<file path="config.mk">
export PLATFORM = sky130hd
export DESIGN_NAME = edo_page_ctrl
export DESIGN_NICKNAME = d
export VERILOG_FILES = /design/src/rtl/edo_pkg.sv /design/src/rtl/edo_ctrl.sv /design/src/rtl/edo_datapath.sv /design/src/rtl/edo_page_ctrl.sv
export SDC_FILE = /design/constraint.sdc
export NUM_CORES = 1
export LEC_CHECK = 0
export BUFFER_PORTS_ARGS = -buffer_cell sky130_fd_sc_hd__buf_2
export CAP_MARGIN = 25
export CORE_AREA = 2 2 87 131
export CTS_CLUSTER_DIAMETER = 40
export CTS_CLUSTER_SIZE = 16
export DETAILED_ROUTE_END_ITERATION = 10
export DIE_AREA = 0 0 89 133
export GPL_ROUTABILITY_DRIVEN = 0
export GPL_TIMING_DRIVEN = 0
export HOLD_SLACK_MARGIN = 0.15
export PLACE_DENSITY = 0.67
export SYNTH_ARGS = -nofsm -noshare
export SYNTH_HDL_FRONTEND = slang
export SYNTH_SLANG_ARGS = --single-unit
</file>
<file path="constraint.sdc">
create_clock -name clk -period 6.2 [get_ports clk]
set_input_delay 0.62 -clock clk [delete_from_list [all_inputs] [get_ports clk]]
set_output_delay 0.62 -clock clk [all_outputs]
set_load 0.1 [all_outputs]
</file>
<file path="src/rtl/edo_pkg.sv">
`timescale 1ns/1ps
package edo_pkg;
  localparam int DATA_W = 16;
  localparam int LANES  = DATA_W / 8;

  typedef enum logic [3:0] {
    ST_IDLE, ST_RCD, ST_OPEN, ST_CAS, ST_CP, ST_PRE, ST_RCSR, ST_RCHR, ST_RHOLD
  } edoState_e;

  typedef struct packed {
    logic latchReq;  // capture the host request
    logic casOn;     // data-access column strobe phase
    logic refCas;    // refresh: all lanes low
    logic capture;   // last column cycle, sample read data
  } edoStrobe_t;
endpackage

</file>
<file path="src/rtl/edo_ctrl.sv">
`timescale 1ns/1ps
module edo_ctrl
  import edo_pkg::*;
#(
  parameter int T_RCD    = 6,
  parameter int T_CAS    = 3,
  parameter int T_CP     = 2,
  parameter int T_RP     = 9,
  parameter int T_RASMIN = 12,
  parameter int T_RASMAX = 20000,
  parameter int T_REFI   = 3120,
  parameter int T_CSR    = 2,
  parameter int T_CHR    = 2
) (
  input  logic       clk,
  input  logic       rstN,
  input  logic       reqValid,
  input  logic       rowHit,
  output logic       reqReady,
  output logic       rasN,
  output edoStrobe_t strobe,
  output logic       refreshOverdue
);
  localparam int CW       = $clog2(T_RCD + T_CAS + T_CP + T_RP + T_CSR + T_RASMIN + 1);
  localparam int AW       = $clog2(T_RASMAX + 1);
  localparam int RW       = $clog2(T_REFI + 1);
  localparam int CLOSE_AT = T_RASMAX - (T_CAS + T_CP + 2);

  edoState_e     state, stateNext;
  logic [CW-1:0] cnt, cntNext;
  logic [AW-1:0] rasLowCnt;
  logic [RW-1:0] refTimer;
  logic refPending, refFire, rasLowNow, minMet, nearMax, accept, takeRef;

  always_comb begin
    rasLowNow = state inside {ST_RCD, ST_OPEN, ST_CAS, ST_CP, ST_RCHR, ST_RHOLD};
    minMet    = rasLowCnt >= AW'(T_RASMIN);
    nearMax   = rasLowCnt >= AW'(CLOSE_AT);
    reqReady  = !refPending && ((state == ST_IDLE) || (state == ST_OPEN && rowHit && !nearMax));
    accept    = reqValid && reqReady;
    takeRef   = (state == ST_IDLE) && refPending;
    refFire   = refTimer == RW'(T_REFI - 1);
    rasN      = !rasLowNow;
    strobe.latchReq = accept;
    strobe.casOn    = state == ST_CAS;
    strobe.refCas   = state inside {ST_RCSR, ST_RCHR};
    strobe.capture  = (state == ST_CAS) && (cnt == '0);
  end

  always_comb begin
    stateNext = state;
    cntNext   = (cnt != '0) ? cnt - CW'(1) : cnt;
    unique case (state)
      ST_IDLE:
        if (takeRef) begin
          stateNext = ST_RCSR; cntNext = CW'(T_CSR - 1);
        end else if (accept) begin
          stateNext = ST_RCD; cntNext = CW'(T_RCD - 1);
        end
      ST_RCD:
        if (cnt == '0) begin stateNext = ST_CAS; cntNext = CW'(T_CAS - 1); end
      ST_OPEN:
        if (accept) begin
          stateNext = ST_CAS; cntNext = CW'(T_CAS - 1);
        end else if (minMet && (refPending || nearMax || reqValid)) begin
          stateNext = ST_PRE; cntNext = CW'(T_RP - 1);
        end
      ST_CAS:
        if (cnt == '0) begin stateNext = ST_CP; cntNext = CW'(T_CP - 1); end
      ST_CP:
        if (cnt == '0) stateNext = ST_OPEN;
      ST_PRE:
        if (cnt == '0) stateNext = ST_IDLE;
      ST_RCSR:
        if (cnt == '0) begin stateNext = ST_RCHR; cntNext = CW'(T_CHR - 1); end
      ST_RCHR:
        if (cnt == '0) begin stateNext = ST_RHOLD; cntNext = CW'(T_RASMIN - T_CHR - 1); end
      ST_RHOLD:
        if (cnt == '0) begin stateNext = ST_PRE; cntNext = CW'(T_RP - 1); end
      default: stateNext = ST_IDLE;
    endcase
  end

  always_ff @(posedge clk or negedge rstN) begin
    if (!rstN) begin
      state          <= ST_IDLE;
      cnt            <= '0;
      rasLowCnt      <= '0;
      refTimer       <= '0;
      refPending     <= 1'b0;
      refreshOverdue <= 1'b0;
    end else begin
      state     <= stateNext;
      cnt       <= cntNext;
      rasLowCnt <= !rasLowNow ? '0 :
                   (rasLowCnt == AW'(T_RASMAX)) ? rasLowCnt : rasLowCnt + AW'(1);
      refTimer  <= refFire ? '0 : refTimer + RW'(1);
      if (refFire) refPending <= 1'b1;
      else if (takeRef) refPending <= 1'b0;
      if (refFire && refPending && !takeRef) refreshOverdue <= 1'b1;
    end
  end

  AST_RAS_MAX: assert property (@(posedge clk) disable iff (!rstN)
    rasLowNow |-> rasLowCnt < AW'(T_RASMAX));
  AST_OVERDUE_STICKY: assert property (@(posedge clk) disable iff (!rstN)
    refreshOverdue |=> refreshOverdue);
  AST_REF_BLOCKS_HOST: assert property (@(posedge clk) disable iff (!rstN)
    (state == ST_IDLE && refPending) |=> state == ST_RCSR);
endmodule

</file>
<file path="src/rtl/edo_datapath.sv">
`timescale 1ns/1ps
module edo_datapath
  import edo_pkg::*;
#(
  parameter int ADDR_W = 20,
  parameter int COL_W  = 10
) (
  input  logic              clk,
  input  logic              rstN,
  input  edoStrobe_t        strobe,
  input  logic              reqWrite,
  input  logic [ADDR_W-1:0] reqAddr,
  input  logic [LANES-1:0]  reqBe,
  input  logic [DATA_W-1:0] reqWdata,
  output logic              rowHit,
  output logic [COL_W-1:0]  dramAddr,
  output logic [LANES-1:0]  casN,
  output logic              weN,
  output logic              oeN,
  output logic [DATA_W-1:0] dqOut,
  output logic              dqOe,
  input  logic [DATA_W-1:0] dqIn,
  output logic              rdValid,
  output logic [DATA_W-1:0] rdData
);
  localparam int ROW_W = ADDR_W - COL_W;

  logic [ROW_W-1:0]  rowQ;
  logic [COL_W-1:0]  colQ;
  logic [LANES-1:0]  beQ;
  logic              wrQ;
  logic [DATA_W-1:0] wdQ;

  always_ff @(posedge clk or negedge rstN) begin
    if (!rstN) begin
      rowQ <= '0; colQ <= '0; beQ <= '0; wrQ <= 1'b0; wdQ <= '0;
      rdValid <= 1'b0; rdData <= '0;
    end else begin
      if (strobe.latchReq) begin
        rowQ <= reqAddr[ADDR_W-1:COL_W];
        colQ <= reqAddr[COL_W-1:0];
        beQ  <= reqBe;
        wrQ  <= reqWrite;
        wdQ  <= reqWdata;
      end
      rdValid <= strobe.capture && !wrQ;
      if (strobe.capture && !wrQ) rdData <= dqIn;
    end
  end

  assign rowHit   = reqAddr[ADDR_W-1:COL_W] == rowQ;
  assign dramAddr = strobe.casOn ? colQ : COL_W'(rowQ);
  assign weN      = !(strobe.casOn && wrQ);
  assign oeN      = !(strobe.casOn && !wrQ);
  assign dqOe     = strobe.casOn && wrQ;
  assign dqOut    = wdQ;

  for (genvar i = 0; i < LANES; i++) begin : g_lane
    assign casN[i] = !((strobe.casOn && beQ[i]) || strobe.refCas);
  end

  AST_RDVALID_PULSE: assert property (@(posedge clk) disable iff (!rstN)
    rdValid |=> !rdValid);
  AST_WRITE_DRIVES_DQ: assert property (@(posedge clk) disable iff (!rstN)
    !weN |-> (dqOe && oeN));
endmodule

</file>
<file path="src/rtl/edo_page_ctrl.sv">
`timescale 1ns/1ps
module edo_page_ctrl
  import edo_pkg::*;
#(
  parameter int ADDR_W   = 20,
  parameter int COL_W    = 10,
  parameter int T_RCD    = 6,
  parameter int T_CAS    = 3,
  parameter int T_CP     = 2,
  parameter int T_RP     = 9,
  parameter int T_RASMIN = 12,
  parameter int T_RASMAX = 20000,
  parameter int T_REFI   = 3120,
  parameter int T_CSR    = 2,
  parameter int T_CHR    = 2
) (
  input  logic              clk,
  input  logic              rstN,
  input  logic              reqValid,
  output logic              reqReady,
  input  logic              reqWrite,
  input  logic [ADDR_W-1:0] reqAddr,
  input  logic [LANES-1:0]  reqBe,
  input  logic [DATA_W-1:0] reqWdata,
  output logic              rdValid,
  output logic [DATA_W-1:0] rdData,
  output logic              refreshOverdue,
  output logic              dramRasN,
  output logic              dramCasLN,
  output logic              dramCasHN,
  output logic              dramWeN,
  output logic              dramOeN,
  output logic [COL_W-1:0]  dramAddr,
  output logic [DATA_W-1:0] dramDqOut,
  output logic              dramDqOe,
  input  logic [DATA_W-1:0] dramDqIn
);
  edoStrobe_t       strobe;
  logic             rowHit;
  logic [LANES-1:0] casN;

  edo_ctrl #(
    .T_RCD(T_RCD), .T_CAS(T_CAS), .T_CP(T_CP), .T_RP(T_RP), .T_RASMIN(T_RASMIN),
    .T_RASMAX(T_RASMAX), .T_REFI(T_REFI), .T_CSR(T_CSR), .T_CHR(T_CHR)
  ) u_ctrl (
    .clk(clk), .rstN(rstN), .reqValid(reqValid), .rowHit(rowHit), .reqReady(reqReady),
    .rasN(dramRasN), .strobe(strobe), .refreshOverdue(refreshOverdue)
  );

  edo_datapath #(.ADDR_W(ADDR_W), .COL_W(COL_W)) u_dp (
    .clk(clk), .rstN(rstN), .strobe(strobe), .reqWrite(reqWrite), .reqAddr(reqAddr),
    .reqBe(reqBe), .reqWdata(reqWdata), .rowHit(rowHit), .dramAddr(dramAddr),
    .casN(casN), .weN(dramWeN), .oeN(dramOeN), .dqOut(dramDqOut), .dqOe(dramDqOe),
    .dqIn(dramDqIn), .rdValid(rdValid), .rdData(rdData)
  );

  assign dramCasLN = casN[0];
  assign dramCasHN = casN[1];

  // Pin-level timing monitors for the assertions below.
  localparam int HW = $clog2(T_RP + T_RCD + 2);
  logic [HW-1:0] highRun, lowRun;
  always_ff @(posedge clk or negedge rstN) begin
    if (!rstN) begin
      highRun <= HW'(T_RP);
      lowRun  <= '0;
    end else if (dramRasN) begin
      lowRun  <= '0;
      highRun <= (highRun >= HW'(T_RP)) ? highRun : highRun + HW'(1);
    end else begin
      highRun <= '0;
      lowRun  <= (lowRun >= HW'(T_RCD)) ? lowRun : lowRun + HW'(1);
    end
  end

  AST_PRECHARGE_MIN: assert property (@(posedge clk) disable iff (!rstN)
    $fell(dramRasN) |-> highRun >= HW'(T_RP));
  AST_RAS_TO_CAS: assert property (@(posedge clk) disable iff (!rstN)
    ($fell(dramCasLN && dramCasHN) && !dramRasN) |-> lowRun >= HW'(T_RCD));
  AST_CBR_FORM: assert property (@(posedge clk) disable iff (!rstN)
    (dramRasN && !(dramCasLN && dramCasHN)) |-> (!dramCasLN && !dramCasHN && dramWeN));
endmodule

</file>
==> results of run 1 <==
-- registers in the layout, summed over array words and instances, names as in the netlist --
signal and count:
u_ctrl.cnt 6, u_ctrl.rasLowCnt 15, u_ctrl.refPending 1, u_ctrl.refTimer 12, u_ctrl.refreshOverdue 1, u_ctrl.state 4
u_dp.beQ 2, u_dp.colQ 10, u_dp.dqOut 16, u_dp.rdData 16, u_dp.rdValid 1, u_dp.rowQ 10
u_dp.wrQ 1
-- layer usage --
metal	up-vias	track usage, %	part of all wire (%)
met5	-	0	0
met4	0	9.370	2.5
met3	21	3.930	4.7
met2	109	32.71	53
met1	1774	23.49	40
li1	1718	-	-
-- worst register-to-register path: stages, from the launching register on --
cell and delay (ns):
dfrtp_1 0.41, or3_1 0.43, nor2_1 0.45, clkinv_1 0.45, nor2_1 0.62, buf_2 0.36, mux2_2 0.36
-- stage by stage --
step	cell area (µm²)	instances	setup WS, ns	utilization [%]
after floorplan	4760	416	2.968	-
after global placement	5484	671	2.988	50.68
after detailed placement	5514	672	2.967	50.96
after CTS	5779	687	2.581	53.41
after global routing	5779	687	2.473	53.41
final	5779	687	2.597	53.41
-- synth_stat cells, drive strengths merged, types with 4 or more instances --
master / instances
xor2: 19
nand3: 12
buf: 5
clkbuf: 10
mux2: 66
inv: 11
ha: 8
a211oi: 4
nand2b: 6
nand4: 6
nor2b: 4
a21o: 4
and3: 6
nor3: 12
xnor2: 17
a21oi: 13
nor2: 36
nand2: 20
dfrtp: 95
o21ai: 8
or4: 6
-- worst paths after layout --
| path | end | slack (ns) | cells past startpoint |
|---|---|---|---|
| setup / recovery | reqReady | 2.60 | 7 |
| hold / removal | u_ctrl.cnt[0]$_DFF_PN0_ | 0.24 | 1 |
| setup reg to reg | u_dp.rdData[13]$_DFFE_PN0P_ | 3.01 | 6 |
| hold reg to reg | u_ctrl.refTimer[0]$_DFF_PN0_ | 0.47 | 1 |
| max in group asynchronous | u_ctrl.refTimer[10]$_DFF_PN0_ | 5.31 | 2 |
| min in group clk | u_ctrl.refTimer[0]$_DFF_PN0_ | 0.47 | 1 |
-- final cells by class --
type	instances	area, µm²
Multi-Input combinational cell	294	2262
Clock inverter	5	36.28
Buffer	15	75.07
Tap cell	147	183.9
Fill cell	983	5041
Sequential cell	95	2377
Inverter	12	45.04
Clock buffer	10	229.0
Timing Repair Buffer	109	570.5
-- logic make-up (layout without fill, tap and decap cells) --
| family | Yosys count | count (layout) | share of synthesized area (%) |
|---|---|---|---|
| mux | 67 | 67 | 16.61 |
| flops | 95 | 95 | 49.95 |
| fa+ha+maj | 8 | 8 | 2.103 |
| simple gates | 130 | 130 | 14.41 |
| xor+xnor | 36 | 36 | 6.625 |
| compound gates | 53 | 53 | 7.781 |
| buf+inv | 27 | 151 | 2.524 |
==> flow_summary.yaml, run 1 <==
route:
  routed_via_density: 5.272
  wl_um: 10990
  drc: 0
  vias: 3622
  initialDrtViolationCount: 218
  dr.pass1.iters: 4
  wl_per_cell_um: 16.00
  drtAntennaViolNets: 0
timing:
  rsz0062_at_grt: "no"
  tns_ns: 0
  final_hold_viol_count: 0
  fin_crit_ns: 3.604
  hold_slack_ns: 0.2390
  final-setup-viol-count: 0
  max_slew_margin_pct: 42.24
  maxSlewViolCount: 0
  max_clock_freq_mhz: 277.5
  finalCritPeriodShare_pct: 58.12
  clock_skew_ns: 0.007157
  tightest_slew_ns: 0.8597
synth:
  yosysTopAreaCellShare_pct: 49.95
  synthCells: 416
  yosysWarnings: 0
  synthArstFlopShare_pct: 100.0
  synth_edf_count: 0
  ys_ff_latch: 95
  yosysSeqAreaShare_pct: 49.95
  synth_area_leader_cell: "dfrtp_1"
  yosys-top-cells-area: "dfrtp_1, mux2_2, xor2_1"
  post_synth.cell_area_avg_um2: 11.44
  synth.distinct_cells: 53
  syn_nets: 482
  synth_ff_type: "dfrtp_1"
  syn_area_um2: 4760
worst_setup_path:
  critPathLaunchType: "flop"
  slowest_stage: "or4_1"
  worstPathCellList: "inv_1, ha_1, or4_1, a2111o_1, a2111o_1, nand2_1, buf_2"
  r2r_start: "u_ctrl.cnt[4]$_DFF_PN0_"
  critPathMaxStageDelay_ns: 0.51
  crit_arrival_ns: 2.98
  path_common_cell: "a2111o_1"
  cp_max_fo: 6
  crit_type: "reg2out"
  crit_path_start: "u_ctrl.rasLowCnt[1]$_DFFE_PN0P_"
  end_kind: "output pin"
  path_buf_inv: 2
  crit_required_ns: 5.58
  path_delay_family: "compound AO/OA/AOI/OAI gates"
clock_tree:
  cts_made_buffers: 9
  tritoncts: "built"
  clkSlewWorstSetupHoldPaths_ns: 0.06
  clkLatencyLatePin_ns: 0.34
  cts-hold-fix-buffers: 0
  post_cts_buffers: 0
  cts_buffer_depth: 2
  htreeDepth: 3
  clock-sinks: 95
  root_buffer: "clkbuf_16"
  cts_resized: 0
die:
  die_w_um: 89
  num_rows: 47
  die_y_um: 133
  initial_core_util_pct: 43.99
  io_pins: 109
  coreArea_um2: 10820
  die_area_um2: 11840
finish:
  layout_commonest_cell: "buf_2"
  finalNetCount: 602
  syn2layout_area_growth_pct: 21.42
  layout_common_cells: "buf_2, dfrtp_1, mux2_2, nor2_1, nand2_1"
  n_antenna_cell: 0
  drive_gt1_share_pct: 37.59
global_route:
  grt_overflow: 0
  grt_max_degree: 63
  grt_pass1_vias: 3787
  grt_pass1_wl_um: 18120
  antenna_found_initial: 0
  grt_usage_pct: 19.52
placed_design:
  place_hpwl_um: 8250
  placement.io_buffers: 108
hold_path:
  hold_path.class: "in2async"
status:
  status: "completed"
run:
  cap_viol_max_count: 0
Power of run 1 is left out: the tool's default activity adds up to more than one toggle a clock period on the data nets, which glitch-free logic cannot reach.
==> inputs of run 2 (changes only) <==
--- a/config.mk
+++ b/config.mk
@@ -5,17 +5,18 @@
 export SDC_FILE = /design/constraint.sdc
 export NUM_CORES = 1
 export LEC_CHECK = 0
+export ABC_AREA = 1
 export BUFFER_PORTS_ARGS = -buffer_cell sky130_fd_sc_hd__buf_2
 export CAP_MARGIN = 25
-export CORE_AREA = 2 2 87 131
+export CORE_AREA = 2 2 90 135
 export CTS_CLUSTER_DIAMETER = 40
 export CTS_CLUSTER_SIZE = 16
 export DETAILED_ROUTE_END_ITERATION = 10
-export DIE_AREA = 0 0 89 133
+export DIE_AREA = 0 0 92 137
 export GPL_ROUTABILITY_DRIVEN = 0
 export GPL_TIMING_DRIVEN = 0
 export HOLD_SLACK_MARGIN = 0.15
-export PLACE_DENSITY = 0.67
+export PLACE_DENSITY = 0.68
 export SYNTH_ARGS = -nofsm -noshare
 export SYNTH_HDL_FRONTEND = slang
 export SYNTH_SLANG_ARGS = --single-unit
==> constraint.sdc (replaced) <==
create_clock -name clk -period 2.9 [get_ports clk]
set_input_delay 0.29 -clock clk [delete_from_list [all_inputs] [get_ports clk]]
set_output_delay 0.29 -clock clk [all_outputs]
set_load 0.1 [all_outputs]
==> run 2 against run 1 <==
  * Clock skew is 0.0018 ns lower
  * Flip-flop and latch count stayed put
  * Non-clock buffer count is 14 higher
  * Count of clock-buffer cells in the layout is 1 higher
  * Via count is 29% higher
  * Cell area is 7.1% higher
==> flow_summary.yaml, run 2 <==
clock_tree:
  clkSlewWorstSetupHoldPaths_ns: 0.07
  post_cts_buffers: 0
  cts_made_buffers: 9
  cts_buffer_depth: 2
  htreeDepth: 3
  tritoncts: "built"
  clkLatencyLatePin_ns: 0.34
  clock-sinks: 95
  root_buffer: "clkbuf_16"
global_route:
  grt_overflow: 0
  grt_pass1_vias: 4669
  grtUsageMet3_pct: 4.020
  met2_usage_pct: 35.83
  grt_usage_pct: 19.91
  grt_pass1_wl_um: 20270
  grt_max_degree: 72
  top_usage_layer: "met2"
  antenna_found_initial: 0
  gr-usage-met1_pct: 22.66
die:
  initial_core_util_pct: 43.78
  coreArea_um2: 11410
  die_w_um: 92
  num_rows: 48
  die_area_um2: 12600
  die_y_um: 137
  io_pins: 109
synth:
  yosysSeqAreaShare_pct: 47.58
  post_synth.cell_area_avg_um2: 7.604
  yosysMostFrequentCell: "nand2_1"
  synth_ff_type: "dfrtp_1"
  synth.top_cells.by_count: "nand2_1, dfrtp_1, inv_1"
  synth_edf_count: 0
  yosysTopAreaCellShare_pct: 47.58
  yosysWarnings: 0
  synth_area_leader_cell: "dfrtp_1"
  ys_ff_latch: 95
  yosys-top-cells-area: "dfrtp_1, nand2_1, nand3_1"
  syn_area_um2: 4996
  synthCells: 657
  synthArstFlopShare_pct: 100.0
  synth.distinct_cells: 36
  syn_nets: 723
finish:
  n_antenna_cell: 0
  layout_common_cells: "nand2_1, buf_2, dfrtp_1, inv_1, nand3_1"
  fin_cells: 943
  layout_commonest_cell: "nand2_1"
  drive_gt1_share_pct: 20.18
  syn2layout_area_growth_pct: 23.87
  finalNetCount: 854
route:
  wl_per_cell_um: 12.75
  initialDrtViolationCount: 219
  drtAntennaViolNets: 0
  dr.pass1.iters: 5
  wl_um: 12020
  vias: 4678
  drc: 0
  routed_via_density: 4.961
placed_design:
  place_inst: 915
  placement.io_buffers: 107
  place_hpwl_um: 9007
worst_setup_path:
  crit_arrival_ns: 2.33
  crit_type: "reg2out"
  path_delay_family: "buffers and inverters"
  crit_required_ns: 2.61
  end_kind: "output pin"
  cp_max_fo: 10
  worstPathCellList: "inv_2, nand2_1, nor2_1, inv_2, nor2_1, inv_1, nand2_2, buf_2, buf_4"
  slowest_stage: "dfrtp_1"
  critPathMaxStageDelay_ns: 0.48
  path_buf_inv: 5
  critPathLaunchType: "flop"
power_and_ir_drop:
  p_leak_uw: 0.003332
  power.density_nw_per_um2: 1268
  vdd_ir_drop_max_mv: 0.6176
  finalPower_uw: 7848
hold_path:
  hold_path.class: "in2reg"
timing:
  finalCritPeriodShare_pct: 90.18
  final_hold_viol_count: 0
  final-setup-viol-count: 0
  clock_skew_ns: 0.005393
  max_clock_freq_mhz: 382.4
  tns_ns: 0
  fin_crit_ns: 2.615
  rsz0062_at_grt: "no"
  maxSlewViolCount: 0
  max_slew_margin_pct: 59.59
  tightest_slew_ns: 0.6006
status:
  status: "completed"
run:
  cap_viol_max_count: 0
run 2: changes by cell type after synthesis, moves of 6 or more:
cell,delta
and3_1,-6
inv_1,+56
inv_2,+8
mux2_2,-56
mux2_4,-10
nand2_1,+222
nand2b_1,-6
nand3_1,+52
nor2_1,+15
nor4_1,+6
o21ai_0,+13
or4_1,-6
xnor2_1,-7
xor2_1,-12
run 2: layout make-up:
class                   instances  area, µm²
fillers                      1104       5223
inverters                      75      281.5
flip-flops and latches         95       2377
clock buffers                  11      252.7
well taps                     150      187.7
plain buffers                  18      110.1
clock inverters                 5      63.81
multi-input cells             469       2227
repair buffers                120      688.2
run 2: per-layer routing:
| metal | routed length [µm] | share of wire [%] |
|---|---|---|
| met4 | 321 | 2.7 |
| met2 | 6267 | 52 |
| met1 | 4814 | 40 |
| met3 | 616 | 5.1 |
| met5 | 0 | 0 |
run 2: where the power goes:
part	total, µW	internal (µW)	switching [µW]
logic	4600	921	3680
registers	2020	1750	270
clock network	1230	721	508
total	7850	3390	4460
run 2: stage by stage:
step / cell area (µm²) / worst slack, ns / utilization (%) / hold WS [ns]
floorplan: 4996 / 0.2553 / - / -0.005591
global placement: 5719 / 0.5792 / 50.12 / 0.4497
detailed placement: 5749 / 0.5513 / 50.38 / 0.2213
CTS: 6186 / 0.1701 / 54.21 / 0.1501
global route: 6188 / 0.02798 / 54.23 / 0.1649
finish: 6188 / 0.2847 / 54.23 / 0.1590
run 2: worst min-delay path, cell delays in order:
cell	delay, ns
buf_2	0.08
nand2_1	0.05
nand2_1	0.05
run 2: what timing repair did:
item / in CTS / in global routing
setup endpoints to repair: 0 / 1
endpoints found under the hold margin: 35 / 0
hold buffers: 12 / 0
resized for setup: 0 / 2
run 2: final timing paths:
| check | start | slack (ns) | cells past startpoint | to |
|---|---|---|---|---|
| setup / recovery | u_ctrl.state[0]$_DFFE_PN0P_ | 0.28 | 9 | reqReady |
| hold / removal | dramDqIn[11] | 0.16 | 3 | u_dp.rdData[11]$_DFFE_PN0P_ |
| setup reg to reg | u_ctrl.cnt[0]$_DFF_PN0_ | 0.62 | 8 | u_ctrl.cnt[0]$_DFF_PN0_ |
| hold reg to reg | u_ctrl.refTimer[0]$_DFF_PN0_ | 0.46 | 1 | u_ctrl.refTimer[0]$_DFF_PN0_ |
| max in group asynchronous | rstN | 1.86 | 3 | u_ctrl.refTimer[5]$_DFF_PN0_ |
| min in group asynchronous | rstN | 0.40 | 2 | u_dp.rdData[7]$_DFFE_PN0P_ |
run 2: cells by family (layout without fill, tap and decap cells):
| kind of cell | after synthesis | after routing | share of synthesized area (%) |
|---|---|---|---|
| and+or+nand+nor | 398 | 398 | 34.61 |
| xor gates and xnor gates | 17 | 17 | 2.980 |
| adders and majority gates | 8 | 8 | 2.004 |
| buffers and inverters | 93 | 229 | 7.838 |
| AOI/OAI and AO/OA | 46 | 46 | 4.984 |
| DFF | 95 | 95 | 47.58 |
(Power assumes the default switching activity.)
==> inputs of run 3 (changes only) <==
--- a/config.mk
+++ b/config.mk
@@ -17,6 +17,8 @@
 export GPL_TIMING_DRIVEN = 0
 export HOLD_SLACK_MARGIN = 0.15
 export PLACE_DENSITY = 0.68
+export REMOVE_ABC_BUFFERS = 1
+export SLEW_MARGIN = 40
 export SYNTH_ARGS = -nofsm -noshare
 export SYNTH_HDL_FRONTEND = slang
 export SYNTH_SLANG_ARGS = --single-unit
==> run 3 against run 2 <==
  * Core utilization decreased by 0.30 points
  * Non-clock buffer count decreased by 12
  * Combinational power decreased by 1%
  * Register-to-register slack got worse by 0.16 ns
  * Cell count decreased by 1.3%
  * Critical path type unchanged
  * Critical endpoint unchanged
==> flow_summary.yaml, run 3 (synthesis gave the netlist of run 2 again) <==
status:
  status: "completed"
die:
  io_pins: 109
  initial_core_util_pct: 43.78
  num_rows: 48
  die_area_um2: 12600
  coreArea_um2: 11410
  die_y_um: 137
  die_w_um: 92
power_and_ir_drop:
  power.share.sequential_pct: 26.0
  internal_power_uw: 3305
  power_frac_comb_pct: 58.3
  switching_share_pct: 57.56
  power_switching_uw: 4481
  power.density_nw_per_um2: 1265
  vdd_ir_drop_max_mv: 0.9381
  p_leak_uw: 0.003296
  power.share.clock_pct: 15.7
timing:
  finalCritPeriodShare_pct: 92.52
  maxSlewViolCount: 0
  clock_skew_ns: 0.008079
  worst_slack_ns: 0.2169
  tightest_slew_ns: 0.7702
  max_slew_margin_pct: 48.50
  hold_slack_ns: 0.1692
  final_hold_viol_count: 0
  max_clock_freq_mhz: 372.7
  rsz0062_at_grt: "no"
  fin_crit_ns: 2.683
  final-setup-viol-count: 0
worst_setup_path:
  critPathMaxStageDelay_ns: 0.41
  worstPathCellList: "inv_2, nand2_1, nor3_4, nand3_1, nor2_1, nand2_1, nand2_8, clkbuf_4"
  cp_max_fo: 41
  slowest_stage: "clkbuf_4"
  crit_type: "reg2out"
  end_kind: "output pin"
  r2r_cells: 12
  path_common_cell: "nand2_1"
  crit_required_ns: 2.61
  crit_arrival_ns: 2.39
  critPathLaunchType: "flop"
route:
  vias: 4575
  routed_via_density: 4.914
  wl_met3_um: 622
  initialDrtViolationCount: 281
  drtAntennaViolNets: 0
  drc: 0
  wl_per_cell_um: 13.01
  route.met2.wl_um: 6263
  top_layer: "met4"
  dr.pass1.iters: 4
  wl_met1_um: 5029
  wl_um: 12110
placed_design:
  preCtsSetupSlack_ns: -0.1340
  placement.io_buffers: 108
  place_hpwl_um: 8491
clock_tree:
  clkLatencyLatePin_ns: 0.35
  clock-sinks: 95
  cts_buffer_depth: 2
  htreeDepth: 3
  clkSlewWorstSetupHoldPaths_ns: 0.07
  tritoncts: "built"
  cts_made_buffers: 9
  root_buffer: "clkbuf_16"
global_route:
  grt_pass1_vias: 4542
  grt_max_degree: 70
  grt_overflow: 0
  antenna_found_initial: 0
  grt_usage_pct: 20.22
  grt_pass1_wl_um: 20710
finish:
  syn2layout_area_growth_pct: 23.19
  drive_gt1_share_pct: 19.21
  layout_commonest_cell: "nand2_1"
  final_util_pct: 53.94
  layout_common_cells: "nand2_1, buf_2, dfrtp_1, inv_1, nand3_1"
  finalNetCount: 842
  n_antenna_cell: 0
hold_path:
  hold_depth: 3
  hold_path.class: "in2reg"
run:
  cap_viol_max_count: 0
[run 3: changes by cell type in the layout (fill, tap and decap cells not counted), sizes merged]
cell | previous run | this run
clkinv | 0 | 2
dlygate4sd3 | 12 | 17
clkbuf | 18 | 10
buf | 119 | 108
clkinvlp | 3 | 1
inv | 76 | 78
[run 3: critical path, delay by kind of cell, from the launching register on]
family / cells / cell delay [ns]
AND/OR/NAND/NOR: 6 / 1.18
buffers and inverters: 2 / 0.48
flip-flops: 1 / 0.38
[run 3: metrics by stage]
stage	std cells	instance area, µm²	total power [µW]	setup TNS, ns
after floorplan	639	4886	5697	-0.2386
after global placement	897	5614	6455	-0.5675
after detailed placement	898	5652	6542	-0.8186
after CTS	931	6132	7804	0
after global routing	931	6155	8267	0
final	931	6155	7785	0
[run 3: timing repair]
item,4_1_cts,5_1_grt
setup endpoints to repair,10,9
gates resized for setup,1,3
buffers inserted,0,0
hold buffers,17,0
endpoints found under the hold margin,111,0
[run 3: worst paths after layout]
check	from	endpoint	slack, ns
max in group asynchronous	rstN	u_ctrl.refTimer[4]$_DFF_PN0_	1.93
max	u_ctrl.state[3]$_DFFE_PN0P_	reqReady	0.22
min in group asynchronous	rstN	u_dp.dqOut[9]$_DFFE_PN0P_	0.37
min reg2reg	u_ctrl.refTimer[0]$_DFF_PN0_	u_ctrl.refTimer[0]$_DFF_PN0_	0.47
min	reqAddr[7]	u_dp.colQ[7]$_DFFE_PN0P_	0.17
max reg2reg	u_ctrl.state[3]$_DFFE_PN0P_	u_ctrl.cnt[4]$_DFF_PN0_	0.46
[run 3: layer usage]
| layer | vias to the layer above | GRT usage (%) |
|---|---|---|
| li1 | 2313 | - |
| met4 | 0 | 8.292 |
| met3 | 16 | 4.570 |
| met1 | 2134 | 24.01 |
| met5 | - | 0 |
| met2 | 112 | 35.38 |
[run 3: power by group through the flow]
stage	Combinational (µW)	Clock, µW	Sequential, µW
after floorplan	2360	0	3340
after global placement	4430	0	2020
after detailed placement	4500	0	2040
after CTS	4540	1250	2020
after global routing	4890	1300	2080
final	4540	1220	2020
[run 3: area by class of cell]
class / count / area (µm²)
well taps: 150 / 187.7
fillers: 1089 / 5256
clock inverters: 7 / 80.08
flip-flops and latches: 95 / 2377
repair buffers: 126 / 753.2
clock buffers: 9 / 225.2
multi-input cells: 469 / 2250
inverters: 75 / 281.5
